## src/rtl/sgx_pkg.sv

```systemverilog
package sgx_pkg;
  localparam int CFG_W     = 16;
  localparam int ACK_BIT   = 14;
  localparam int LINK_BIT  = 15;
  localparam int DUP_BIT   = 12;
  localparam int SPD_LO    = 10;
  localparam int SPD_HI    = 11;

  localparam logic [1:0]       SPD_RESERVED  = 2'b11;
  localparam logic [CFG_W-1:0] MAC_IDLE_WORD = 16'h0001;
  localparam logic [CFG_W-1:0] MAC_ACK_WORD  = 16'h4001;
  localparam logic [CFG_W-1:0] ACK_MASK      = ~(CFG_W'(1) << ACK_BIT);

  typedef enum logic [1:0] {
    ST_IDLE = 2'd0,
    ST_SEND = 2'd1,
    ST_ACKD = 2'd2,
    ST_DONE = 2'd3
  } xchg_state_t;

  function automatic logic [CFG_W-1:0] phy_word(input logic link, input logic dup,
                                                input logic [1:0] spd, input logic ack);
    return {link, ack, 1'b0, dup, spd, 9'b0, 1'b1};
  endfunction
endpackage

```

## src/rtl/sgx_word_match.sv

```systemverilog
module sgx_word_match #(
  parameter int WORD_W  = 16,
  parameter int MATCH_N = 3,
  parameter int IGN_POS = 14
) (
  input  logic              clk,
  input  logic              rst,
  input  logic              clr,
  input  logic              in_valid,
  input  logic [WORD_W-1:0] in_word,
  output logic              matched,
  output logic [WORD_W-1:0] m_word
);
  localparam int CNT_W = $clog2(MATCH_N + 1);
  localparam logic [WORD_W-1:0] CMP_MASK = ~(WORD_W'(1) << IGN_POS);
  localparam logic [CNT_W-1:0]  CNT_TOP  = CNT_W'(MATCH_N);

  logic [CNT_W-1:0] run_cnt;
  logic             same;

  assign same    = (run_cnt != '0) && ((in_word & CMP_MASK) == (m_word & CMP_MASK));
  assign matched = (run_cnt == CNT_TOP);

  always_ff @(posedge clk) begin
    if (rst || clr) begin
      run_cnt <= '0;
      m_word  <= '0;
    end else if (in_valid) begin
      m_word <= in_word;
      if (!same)
        run_cnt <= CNT_W'(1);
      else if (run_cnt != CNT_TOP)
        run_cnt <= run_cnt + CNT_W'(1);
    end
  end
endmodule

```

## src/rtl/sgx_link_timer.sv

```systemverilog
module sgx_link_timer #(
  parameter int LIMIT = 200000
) (
  input  logic clk,
  input  logic rst,
  input  logic start,
  output logic expired
);
  localparam int CW = (LIMIT > 1) ? $clog2(LIMIT) : 1;
  localparam logic [CW-1:0] LAST = CW'(LIMIT - 1);

  logic [CW-1:0] cnt;
  logic          run;

  assign expired = run && (cnt == LAST);

  always_ff @(posedge clk) begin
    if (rst) begin
      cnt <= '0;
      run <= 1'b0;
    end else if (start) begin
      cnt <= '0;
      run <= 1'b1;
    end else if (run && cnt != LAST) begin
      cnt <= cnt + CW'(1);
    end
  end
endmodule

```

## src/rtl/sgx_sequencer.sv

```systemverilog
module sgx_sequencer
  import sgx_pkg::*;
(
  input  logic             clk,
  input  logic             rst,
  input  logic             mode_phy,
  input  logic             rx_sync,
  input  logic             stat_link,
  input  logic             stat_duplex,
  input  logic [1:0]       stat_speed,
  input  logic             matched,
  input  logic [CFG_W-1:0] m_word,
  input  logic             tmr_expired,
  output logic             tmr_start,
  output logic             match_clr,
  output logic [CFG_W-1:0] tx_config,
  output logic             tx_config_valid,
  output logic             an_complete,
  output logic             lp_link,
  output logic             lp_duplex,
  output logic [1:0]       lp_speed,
  output logic             speed_err
);
  xchg_state_t      state, st_n;
  logic [3:0]       snap, stat_now;
  logic [CFG_W-1:0] lat_core, m_core;
  logic             status_chg, m_resv, m_new, latch, err_set;

  always_comb begin
    stat_now   = {stat_link, stat_duplex, stat_speed};
    status_chg = (stat_now != snap);
    m_core     = m_word & ACK_MASK;
    m_resv     = (m_word[SPD_HI:SPD_LO] == SPD_RESERVED);
    m_new      = matched && (m_core != lat_core);
    st_n       = state;
    tmr_start  = 1'b0;
    match_clr  = 1'b0;
    latch      = 1'b0;
    err_set    = 1'b0;
    case (state)
      ST_IDLE: begin
        st_n      = ST_SEND;
        match_clr = 1'b1;
      end
      ST_SEND: begin
        if (mode_phy) begin
          if (status_chg) match_clr = 1'b1;
          else if (matched && m_word[ACK_BIT]) begin
            st_n      = ST_ACKD;
            tmr_start = 1'b1;
          end
        end else if (matched) begin
          if (m_resv) err_set = 1'b1;
          else begin
            latch     = 1'b1;
            st_n      = ST_ACKD;
            tmr_start = 1'b1;
          end
        end
      end
      default: begin
        if (mode_phy && status_chg) begin
          st_n      = ST_SEND;
          match_clr = 1'b1;
        end else if (!mode_phy && m_new) begin
          if (m_resv) begin
            st_n    = ST_SEND;
            err_set = 1'b1;
          end else begin
            latch     = 1'b1;
            st_n      = ST_ACKD;
            tmr_start = 1'b1;
          end
        end else if (state == ST_ACKD && tmr_expired) begin
          st_n = ST_DONE;
        end
      end
    endcase
    if (!rx_sync) begin
      st_n      = ST_IDLE;
      match_clr = 1'b1;
      tmr_start = 1'b0;
      latch     = 1'b0;
      err_set   = 1'b0;
    end
  end

  always_ff @(posedge clk) begin
    if (rst) begin
      state           <= ST_IDLE;
      snap            <= '0;
      tx_config       <= '0;
      tx_config_valid <= 1'b0;
      an_complete     <= 1'b0;
      lp_link         <= 1'b0;
      lp_duplex       <= 1'b0;
      lp_speed        <= '0;
      speed_err       <= 1'b0;
      lat_core        <= '0;
    end else begin
      state           <= st_n;
      snap            <= stat_now;
      tx_config_valid <= (st_n != ST_IDLE);
      an_complete     <= (st_n == ST_DONE);
      if (st_n == ST_IDLE)
        tx_config <= '0;
      else if (mode_phy)
        tx_config <= phy_word(stat_link, stat_duplex, stat_speed, st_n != ST_SEND);
      else
        tx_config <= (st_n == ST_SEND) ? MAC_IDLE_WORD : MAC_ACK_WORD;
      if (latch) begin
        lp_link   <= m_word[LINK_BIT];
        lp_duplex <= m_word[DUP_BIT];
        lp_speed  <= m_word[SPD_HI:SPD_LO];
        lat_core  <= m_core;
        speed_err <= 1'b0;
      end else if (err_set) begin
        speed_err <= 1'b1;
      end
    end
  end
endmodule

```

## src/rtl/sgmii_cfg_xchg.sv

```systemverilog
module sgmii_cfg_xchg
  import sgx_pkg::*;
#(
  parameter int LINK_TIMER_CYCLES = 200000,
  parameter int MATCH_COUNT       = 3
) (
  input  logic        clk,
  input  logic        rst,
  input  logic        mode_phy,
  input  logic        rx_sync,
  input  logic        stat_link,
  input  logic        stat_duplex,
  input  logic [1:0]  stat_speed,
  input  logic [15:0] rx_config,
  input  logic        rx_config_valid,
  output logic [15:0] tx_config,
  output logic        tx_config_valid,
  output logic        an_complete,
  output logic        lp_link,
  output logic        lp_duplex,
  output logic [1:0]  lp_speed,
  output logic        speed_err
);
  logic             matched, tmr_start, tmr_expired, match_clr;
  logic [CFG_W-1:0] m_word;

  sgx_word_match #(.WORD_W(CFG_W), .MATCH_N(MATCH_COUNT), .IGN_POS(ACK_BIT)) u_match (
    .clk(clk), .rst(rst), .clr(match_clr), .in_valid(rx_config_valid),
    .in_word(rx_config), .matched(matched), .m_word(m_word)
  );

  sgx_link_timer #(.LIMIT(LINK_TIMER_CYCLES)) u_timer (
    .clk(clk), .rst(rst), .start(tmr_start), .expired(tmr_expired)
  );

  sgx_sequencer u_seq (
    .clk(clk), .rst(rst), .mode_phy(mode_phy), .rx_sync(rx_sync),
    .stat_link(stat_link), .stat_duplex(stat_duplex), .stat_speed(stat_speed),
    .matched(matched), .m_word(m_word), .tmr_expired(tmr_expired),
    .tmr_start(tmr_start), .match_clr(match_clr),
    .tx_config(tx_config), .tx_config_valid(tx_config_valid),
    .an_complete(an_complete), .lp_link(lp_link), .lp_duplex(lp_duplex),
    .lp_speed(lp_speed), .speed_err(speed_err)
  );
endmodule

```

## config.mk

```make
export PLATFORM = sky130hd
export DESIGN_NAME = sgmii_cfg_xchg
export DESIGN_NICKNAME = d
export VERILOG_FILES = /design/src/rtl/sgx_pkg.sv /design/src/rtl/sgx_word_match.sv /design/src/rtl/sgx_link_timer.sv /design/src/rtl/sgx_sequencer.sv /design/src/rtl/sgmii_cfg_xchg.sv
export SDC_FILE = /design/constraint.sdc
export NUM_CORES = 1
export LEC_CHECK = 0
export ABC_CLOCK_PERIOD_IN_PS = 2100
export BUFFER_PORTS_ARGS = -buffer_cell sky130_fd_sc_hd__buf_2
export CELL_PAD_IN_SITES_DETAIL_PLACEMENT = 1
export CELL_PAD_IN_SITES_GLOBAL_PLACEMENT = 1
export CORE_MARGIN = 8
export CORE_UTILIZATION = 35
export DETAILED_ROUTE_END_ITERATION = 12
export PLACE_DENSITY = 0.68
export SETUP_SLACK_MARGIN = 0.4
export SLEW_MARGIN = 20
export SYNTH_ARGS = -nofsm -noshare
export SYNTH_HDL_FRONTEND = slang
export SYNTH_HIERARCHICAL = 1
export SYNTH_SLANG_ARGS = --single-unit
```

## constraint.sdc

```tcl
create_clock -name clk -period 2.1 [get_ports clk]
set_input_delay 0.21 -clock clk [delete_from_list [all_inputs] [get_ports clk]]
set_output_delay 0.21 -clock clk [all_outputs]
set_load 0.01 [all_outputs]
```

# ---- Word level (Yosys, flattened, before mapping)
# Cells that the tools add are included.
dict set report totals {
  regBits 81
  out_inout_bits 23
}
dict set report op_classes {
  addsub 2
  n_eq_ne 14
  mux 39
  reduce_logical 19
}
# op n
set op_table {}
lappend op_table {{2-bit two-way mux} 12}
lappend op_table {{1-bit two-way mux} 20}
lappend op_table {{18-bit by 1-bit adder with 18-bit output, second input constant} 1}
lappend op_table {{18-bit equality test, second input constant} 1}
lappend op_table {{18-bit != test, second input constant} 1}
lappend op_table {{16-bit two-way mux} 1}
lappend op_table {{15-bit equality test} 1}
lappend op_table {{15-bit two-way mux} 1}
lappend op_table {{15-bit != test} 1}
lappend op_table {{2-bit equality test, second input constant} 4}
lappend op_table {{1-bit logical AND} 8}
lappend op_table {{1-bit case mux with 2 select lines} 4}
lappend op_table {{2-bit OR reduction} 3}
lappend op_table {{2-bit by 1-bit equality test with 1-bit output, second input constant} 2}
lappend op_table {{2-bit zero test} 2}
lappend op_table {{2-bit != test, second input constant} 2}
lappend op_table {{4-bit != test} 1}
lappend op_table {{2-bit case mux with 2 select lines} 1}
lappend op_table {{2-bit nonzero test} 2}
lappend op_table {{3-bit OR reduction} 1}
lappend op_table {{2-bit by 1-bit adder with 2-bit output, second input constant} 1}
lappend op_table {{2-bit by 1-bit != test with 1-bit output, second input constant} 1}
lappend op_table {{2-bit AND reduction} 1}
lappend op_table {{1-bit zero test} 1}
lappend op_table {{1-bit logical OR} 1}

# ---- Longest topological paths before layout
# Gate-level depths: netlist of the first run.
dict set report depth {
  ltp_word 11
  depth_mapped 11
}

# ---- Cells and area by module
# The synthesis of the first run kept the hierarchy.
# module n_inst cells_each area_per_inst_um2
set by_module_without_submodules {}
lappend by_module_without_submodules {sgx_sequencer 1 161 1572.8}
lappend by_module_without_submodules {sgx_link_timer 1 120 993.5}
lappend by_module_without_submodules {sgx_word_match 1 89 854.6}

# ---- Worst setup path before layout of the first run
# OpenSTA, ideal clock, no wires.
dict set report synth_timing {
  kind {reg2reg}
  startpoint {register u_match.m_word[0]}
  endpoint {register u_timer.cnt[1]}
  setup_time_ns 0.120
  arrival_ns 2.192
  path_slack_ns -0.212
  path_stages_with_launch 11
  cell_sequence {dfxtp_1 > xor2_1 > nor4_4 > a21oi_2 > and3_1 > o21a_1 > or2_1 > clkbuf_1 > nor4_1 > mux2_1 > a211o_1}
}
dict set report synth_via {
  elab_chain_cells 8
}
# item line_no
set synth_rtl {}
lappend synth_rtl {{from (decl)} sgx_word_match.sv:12} ;# output logic [WORD_W-1:0] m_word
lappend synth_rtl {{from (signal assigned)} sgx_word_match.sv:29} ;# m_word <= in_word;
lappend synth_rtl {{15-bit != test} sgx_sequencer.sv:34} ;# m_new = matched && (m_core != lat_core);
lappend synth_rtl {{1-bit logical AND} sgx_sequencer.sv:34}
lappend synth_rtl {{1-bit logical AND} sgx_sequencer.sv:65} ;# end else if (!mode_phy && m_new) begin
lappend synth_rtl {{1-bit two-way mux} sgx_sequencer.sv:65}
lappend synth_rtl {{1-bit two-way mux} sgx_sequencer.sv:62} ;# if (mode_phy && status_chg) begin
lappend synth_rtl {{1-bit case mux with 2 select lines} sgx_sequencer.sv:40} ;# case (state)
lappend synth_rtl {{1-bit two-way mux} sgx_sequencer.sv:79} ;# if (!rx_sync) begin
lappend synth_rtl {{net tmr_start} sgmii_cfg_xchg.sv:24} ;# logic matched, tmr_start, tmr_expired, match_clr;
lappend synth_rtl {{2-bit OR reduction (no source line)} --}
lappend synth_rtl {{to (signal assigned)} sgx_link_timer.sv:25} ;# cnt <= cnt + CW'(1);
lappend synth_rtl {{to (decl)} sgx_link_timer.sv:12} ;# logic [CW-1:0] cnt;
# The timed path passes the listed nets, and every way through them passes these cells.
# A chain may end at the register's enable or synchronous reset.

# ---- Final worst setup path of the first run
dict set report layout_timing {
  startpoint {register u_seq.lat_core[4]}
  endpoint {register u_timer.cnt[1]}
}
dict set report layout_via {
  elab_chain_cells 8
}
# item line_no
set layout_rtl {}
lappend layout_rtl {{from (decl)} sgx_sequencer.sv:26} ;# logic [CFG_W-1:0] lat_core, m_core;
lappend layout_rtl {{from (signal assigned)} sgx_sequencer.sv:115} ;# lat_core <= m_core;
lappend layout_rtl {{15-bit != test} sgx_sequencer.sv:34}
lappend layout_rtl {{1-bit logical AND} sgx_sequencer.sv:34}
lappend layout_rtl {{1-bit logical AND} sgx_sequencer.sv:65}
lappend layout_rtl {{1-bit two-way mux} sgx_sequencer.sv:65}
lappend layout_rtl {{1-bit two-way mux} sgx_sequencer.sv:62}
lappend layout_rtl {{1-bit case mux with 2 select lines} sgx_sequencer.sv:40}
lappend layout_rtl {{1-bit two-way mux} sgx_sequencer.sv:79}
lappend layout_rtl {{net tmr_start} sgmii_cfg_xchg.sv:24}
lappend layout_rtl {{2-bit OR reduction (no source line)} --}
# The timed path passes the listed nets, and every way through them passes these cells.

==> results_dict.tcl, run 1 <==
set metrics [dict create \
    status "complete, but fails checks" \
    violations "setup timing" \
    max_freq_ghz 0.4612 \
    syn_inst 370 \
    yosysTopAreaCell "dfxtp_1" \
    drtAntennaViolNets 0 \
    diodes 0 \
    clock_sinks 67 \
    first_pass_iters 4 \
    timing.final.ws_setup_ns -0.06807 \
    grt_max_degree 24 \
    cts_max_path_buffers 2 \
    synth_common_cells "dfxtp_1 (67), nor2_1 (32), mux2i_1 (31), nand2b_1 (31), xor2_1 (21)" \
    max-cap-violations 0 \
    synth_compound_area_share_pct 8.120 \
    slew_headroom_pct 61.64 \
    clock-skew-final_ns 0.02036 \
    start_util_pct 35.49 \
    synthAdderAreaFrac_pct 1.097 \
    tritoncts "yes" \
    synth_most_common_cell "dfxtp_1" \
    p_per_area_mw_per_mm2 548.3 \
    dieArea_mm2 0.01319 \
    startpoint_type "flop" \
    post-place-cells 565 \
    ff_latch_area_mm2 0.001373 \
    peakVddDrop_mv 0.3157 \
    netlist_top_cells_area "dfxtp_1 (39%), mux2i_1 (9.1%), nand2b_1 (5.7%)" \
    synth_area_mm2 0.003421 \
    synth_area_per_cell_um2 9.245 \
    synth_edf_count 0 \
    synth.distinct_cells 57 \
    hold_slack_ns 0.1189 \
    rows 36 \
    routed_wl_um 9674 \
    routedWlPerCell_um 16.02 \
    yosysSeqAreaShare_pct 39.21 \
    critical_path_class "flop to flop" \
    viasPerCell 4.869 \
    crit_path_max_fanout 7 \
    fin_cells 604 \
    port-buffer-count 37 \
    path_clk_slew_ns 0.09 \
    vias 2941 \
    synthXorXnorAreaFrac_pct 9.729 \
    crit_family "simple AND/OR/NAND/NOR gates" \
    crit_chain "xnor2_2, nand4_1, nor2_2, buf_4, a21oi_2, and3_4, o21a_4, or2_4, nor4_4, mux2_4, a211o_1" \
    dp_hpwl_um 6457 \
    fp.dieW_um 114.9 \
    leakagePower_nw 1.994 \
    grt_overflow_total 0 \
    synthArstFlopShare_pct 0 \
    tightest_slew_ns 0.5754 \
    multi_input_area_mm2 0.002187 \
    end_kind "flop" \
    required_ns 2.40 \
    route.detailed.drc 0 \
    dpl-instance-area_mm2 0.004036 \
    fin_util_pct 48.87 \
    critPathBufInv 1 \
    crit_slowest_cell "dfxtp_2" \
    area_growth_pct 37.71 \
    crit_path_max_incr_delay_ns 0.34 \
    drive_gt1_share_pct 43.31 \
    layout.nets 494 \
    clock_latency_ns 0.35 \
    synth_top_area_share_pct 39.21 \
    grt_setup_unrepaired "true" \
    min_period_ns 2.168 \
    grt_pass1_wl_um 15860 \
    grt_usage_pct 15.11 \
    grt_antenna_before_repair 0 \
    cts_buffers 9 \
    min_period_over_period_pct 103.2 \
    hold_viol 0 \
    synthMuxAreaShare_pct 9.729 \
    synth_simple_gate_area_share_pct 26.34 \
    dp_slack_ns -0.2155 \
    yosysWarnings 6 \
    num-fill-cells 1147 \
    arrival_ns 2.46 \
    cts.htree.levels 3 \
    dieHeight_um 114.9 \
    ioPinCount 48 \
    synth_top_family_by_area "simple AND/OR/NAND/NOR gates" \
    hold_class "primary input to flop" \
    drtIter0Drc 117 \
    core_area_mm2 0.009639 \
    first_global_vias 3221 \
    setup-violations-final 13 \
    yosys_register_bits 67 \
    synth_flop_cell "dfxtp_1" \
    final_area_mm2 0.004711 \
    gp_congestion 0.7802 \
    drv_slew 0 \
    cts-root-buf "clkbuf_8" \
]
==> stage by stage <==
step	setup TNS (ns)	power, mW
global placement	-0.5937	1.488
floorplan	-0.1397	1.429
global route	-1.668	2.699
detailed placement	-1.370	1.492
finish	-0.3756	2.583
CTS	-0.1322	2.599
==> kinds of logic after synthesis <==
group	after synthesis
simple gates	156
buf+inv	34
compound gates	38
xor+xnor	38
mux	33
flops	67
fa+ha+maj	3
other cells	1
==> repair_timing <==
| item | in CTS | in global routing |
|---|---|---|
| buffers inserted | 15 | 7 |
| cloned | 1 | 0 |
| endpoints found under the hold margin | 0 | 0 |
| endpoints found under the setup margin | 36 | 57 |
| hold buffers | 0 | 0 |
| pin swaps | 30 | 11 |
| gates resized for setup | 48 | 26 |
==> flip-flops by register name, indices dropped and copies added, names as in the netlist, 2 cells and up <==
name and cells:
u_match/run_cnt 2, u_match/m_word 16, u_timer/cnt 18, u_seq/snap 4, u_seq/lat_core 13, u_seq/state 2, u_seq/tx_config 6
==> worst reg2reg max path, delay by kind of cell, from the launching register on <==
kind            cells  cell delay (ns)
compound gates      3             0.34
xor+xnor            1             0.17
buf+inv             1             0.13
flops               1             0.34
mux                 1             0.19
simple gates        5             0.94
==> path summary, 6_finish.rpt <==
path                startpoint                 to  slack, ns  cells past startpoint
min              stat_speed[1]      u_seq/snap[1]       0.12                      2
max          u_seq/lat_core[4]     u_timer/cnt[1]      -0.07                     11
min reg2reg  u_seq/lat_core[6]  u_seq/lat_core[6]       0.50                      2
max reg2reg  u_seq/lat_core[4]     u_timer/cnt[1]      -0.07                     11
==> final cells by class <==
type / count / area share, %
clock buffers: 10 / 2.709
flip-flops and latches: 67 / 29.14
multi-input cells: 278 / 46.43
well taps: 133 / 3.533
repair buffers: 105 / 16.39
clock inverters: 6 / 1.408
inverters: 5 / 0.3984
==> placed cells by master (no fill, tap or decap), types with 8 or more instances in the layout <==
cell,n
a21oi_2,8
buf_2,37
buf_4,56
buf_6,9
clkbuf_8,9
conb_1,10
dfxtp_1,44
dfxtp_2,22
mux2i_1,30
nand2_1,15
nand2b_1,31
nand3_1,10
nand4_1,13
nor2_1,22
nor2b_1,8
xnor2_1,9
xnor2_2,8
xor2_1,18
==> power breakdown <==
group          internal (mW)  total, mW  switching, mW
registers               1.28       1.29        0.00604
clock network          0.549       1.09          0.546
logic                 0.0953      0.202          0.107
total                   1.92       2.58          0.659
==> layer usage <==
layer | vias up | GRT usage (%) | wire length [um]
li1 | 1458 | - | -
met1 | 1437 | 17.34 | 4243
met4 | 0 | 4.203 | 85
met2 | 41 | 26.93 | 4989
met3 | 5 | 3.992 | 357
met5 | - | 0 | 0
(Power assumes the default switching activity.)
==> inputs of run 2 (changes only) <==
CORE_MARGIN = 2   (was 8)
==> run 2 against run 1 <==
  * The flow still finishes with violations (setup timing)
  * Setup slack improved by 0.022 ns
  * Global-route usage is 3.0 points higher
  * Cell area shrank 1.2%
  * Count of clock-buffer cells in the layout unchanged
  * Register-to-register slack better by 0.02 ns
  * Clock skew is 0.0025 ns lower
  * Combinational power decreased by 3%
  * Sequential share of layout area is 0.20 points higher
  * Core utilization down 0.60 points
  * Total power increased by 5.6%
  * Sequential cell count stayed put
==> results_dict.tcl, run 2 (synthesis results as in run 1) <==
set metrics [dict create \
    routedWlPerCell_um 15.71 \
    cts_hold_buf 0 \
    startpoint_type "flop" \
    grt_overflow_total 0 \
    first_pass_iters 4 \
    cts_buffers 9 \
    hold_class "primary input to flop" \
    leakagePower_nw 1.960 \
    layout.nets 484 \
    slew_headroom_pct 61.05 \
    start_util_pct 35.49 \
    cts.htree.levels 3 \
    gp_congestion 0.8099 \
    final_cell_mix "buf_4 (50), dfxtp_1 (50), buf_2 (37), nand2b_1 (31), mux2i_1 (30)" \
    power_frac_comb_pct 7.2 \
    dp_hpwl_um 6220 \
    top_register "u_timer/cnt" \
    grt_max_degree 26 \
    ioPinCount 48 \
    setup-violations-final 4 \
    tightest_slew_ns 0.5843 \
    max_freq_ghz 0.4661 \
    crit_start "u_seq/lat_core[5]" \
    viasPerCell 4.918 \
    path_depth 10 \
    crit_path_max_incr_delay_ns 0.33 \
    drive_gt1_share_pct 39.70 \
    critical_path_class "flop to flop" \
    grt_antenna_before_repair 0 \
    power_switching_share_pct 24.15 \
    hold_viol 0 \
    min_period_over_period_pct 102.2 \
    tritoncts "yes" \
    first_global_vias 2982 \
    cts-root-buf "clkbuf_8" \
    num-fill-cells 1137 \
    post-place-cells 566 \
    min_period_ns 2.146 \
    crit_path_max_fanout 6 \
    worstHoldStart "stat_link" \
    critPathBufInv 1 \
    vias 2921 \
    dieHeight_um 102.9 \
    pwr-share-seq_pct 47.1 \
    arrival_ns 2.44 \
    setup_tns_ns -0.1156 \
    diodes 0 \
    end_kind "flop" \
    ff2ff_path_depth 10 \
    crit_chain "xnor2_1, nand4_1, nor4_4, a21oi_2, and3_4, o21a_4, or2_4, buf_4, nor2_2, a41o_1" \
    r2r-start "u_seq/lat_core[5]" \
    dieArea_mm2 0.01058 \
    top_regs "u_timer/cnt x18, u_match/m_word x16, u_seq/lat_core x13" \
    min_path_cells 2 \
    drtAntennaViolNets 0 \
    drv_slew 0 \
    status "complete, but fails checks" \
    p_per_area_mw_per_mm2 586.2 \
    fin_cells 594 \
    cts_max_path_buffers 2 \
    crit_family "simple AND/OR/NAND/NOR gates" \
    clock_sinks 67 \
    p_clk_share_pct 45.7 \
    core_area_mm2 0.009639 \
    grt_pass1_wl_um 14670 \
    route.detailed.drc 0 \
    rows 36 \
    grt_setup_unrepaired "true" \
    p_int_mw 2.069 \
    violations "setup timing" \
    area_growth_pct 36.03 \
    clock-skew-final_ns 0.01783 \
    required_ns 2.40 \
    timing.final.ws_setup_ns -0.04566 \
    drtIter0Drc 74 \
    fp.dieW_um 102.9 \
    crit_slowest_cell "dfxtp_2" \
    grt_usage_pct 18.16 \
    routed_wl_um 9334 \
    clock_latency_ns 0.35 \
    largest_register_ffs 18 \
    path_clk_slew_ns 0.08 \
    max-cap-violations 0 \
    peakVddDrop_mv 0.2645 \
    port-buffer-count 37 \
    switching_power_uw 658.9 \
]
## run 2: routing by layer
metal  vias to the layer above  GRT usage [%]  wire (um)
met2                        53          31.52       4762
met5                         -              0          0
met1                      1430          22.70       4218
li1                       1429              -          -
met4                         0          4.555         90
met3                         9          4.407        263
## run 2: area by class of cell
type | count | area [um2] | area share, %
Multi-Input combinational cell | 278 | 2195 | 47.16
Sequential cell | 67 | 1365 | 29.34
Timing Repair Buffer | 95 | 681.9 | 14.65
Tap cell | 133 | 166.4 | 3.576
Clock buffer | 10 | 137.6 | 2.958
Clock inverter | 6 | 88.84 | 1.909
Inverter | 5 | 18.77 | 0.4033
## run 2: what timing repair did
item	CTS	global route
pin swaps	17	12
setup endpoints to repair	38	41
buffers inserted	9	2
gates resized for setup	27	36
cloned	1	0
## run 2: final timing paths
kind | to | slack [ns]
setup / recovery | u_timer/cnt[17] | -0.05
hold / removal | u_seq/snap[3] | 0.11
setup reg to reg | u_timer/cnt[17] | -0.05
hold reg to reg | u_timer/cnt[9] | 0.50
## run 2: power groups by stage
stage | clock (mW) | sequential (mW) | combinational (mW)
3_5_place_dp | 0 | 1.32 | 0.172
2_1_floorplan | 0 | 1.32 | 0.111
5_1_grt | 1.34 | 1.29 | 0.214
6_report | 1.25 | 1.28 | 0.196
4_1_cts | 1.27 | 1.28 | 0.181
3_3_place_gp | 0 | 1.32 | 0.168
## run 2: through the flow
stage / hold slack (ns) / instance area [um2] / worst slack [ns] / total power [mW] / util [%]
global placement: 0.4599 / 4031 / -0.05152 / 1.484 / 41.82
finish: 0.1078 / 4653 / -0.04566 / 2.728 / 48.27
global route: 0.1059 / 4653 / -0.1654 / 2.843 / 48.27
CTS: 0.09517 / 4468 / -0.03956 / 2.740 / 46.35
floorplan: 0.2824 / 3508 / -0.06520 / 1.429 / -
detailed placement: 0.4774 / 4031 / -0.1724 / 1.488 / 41.82
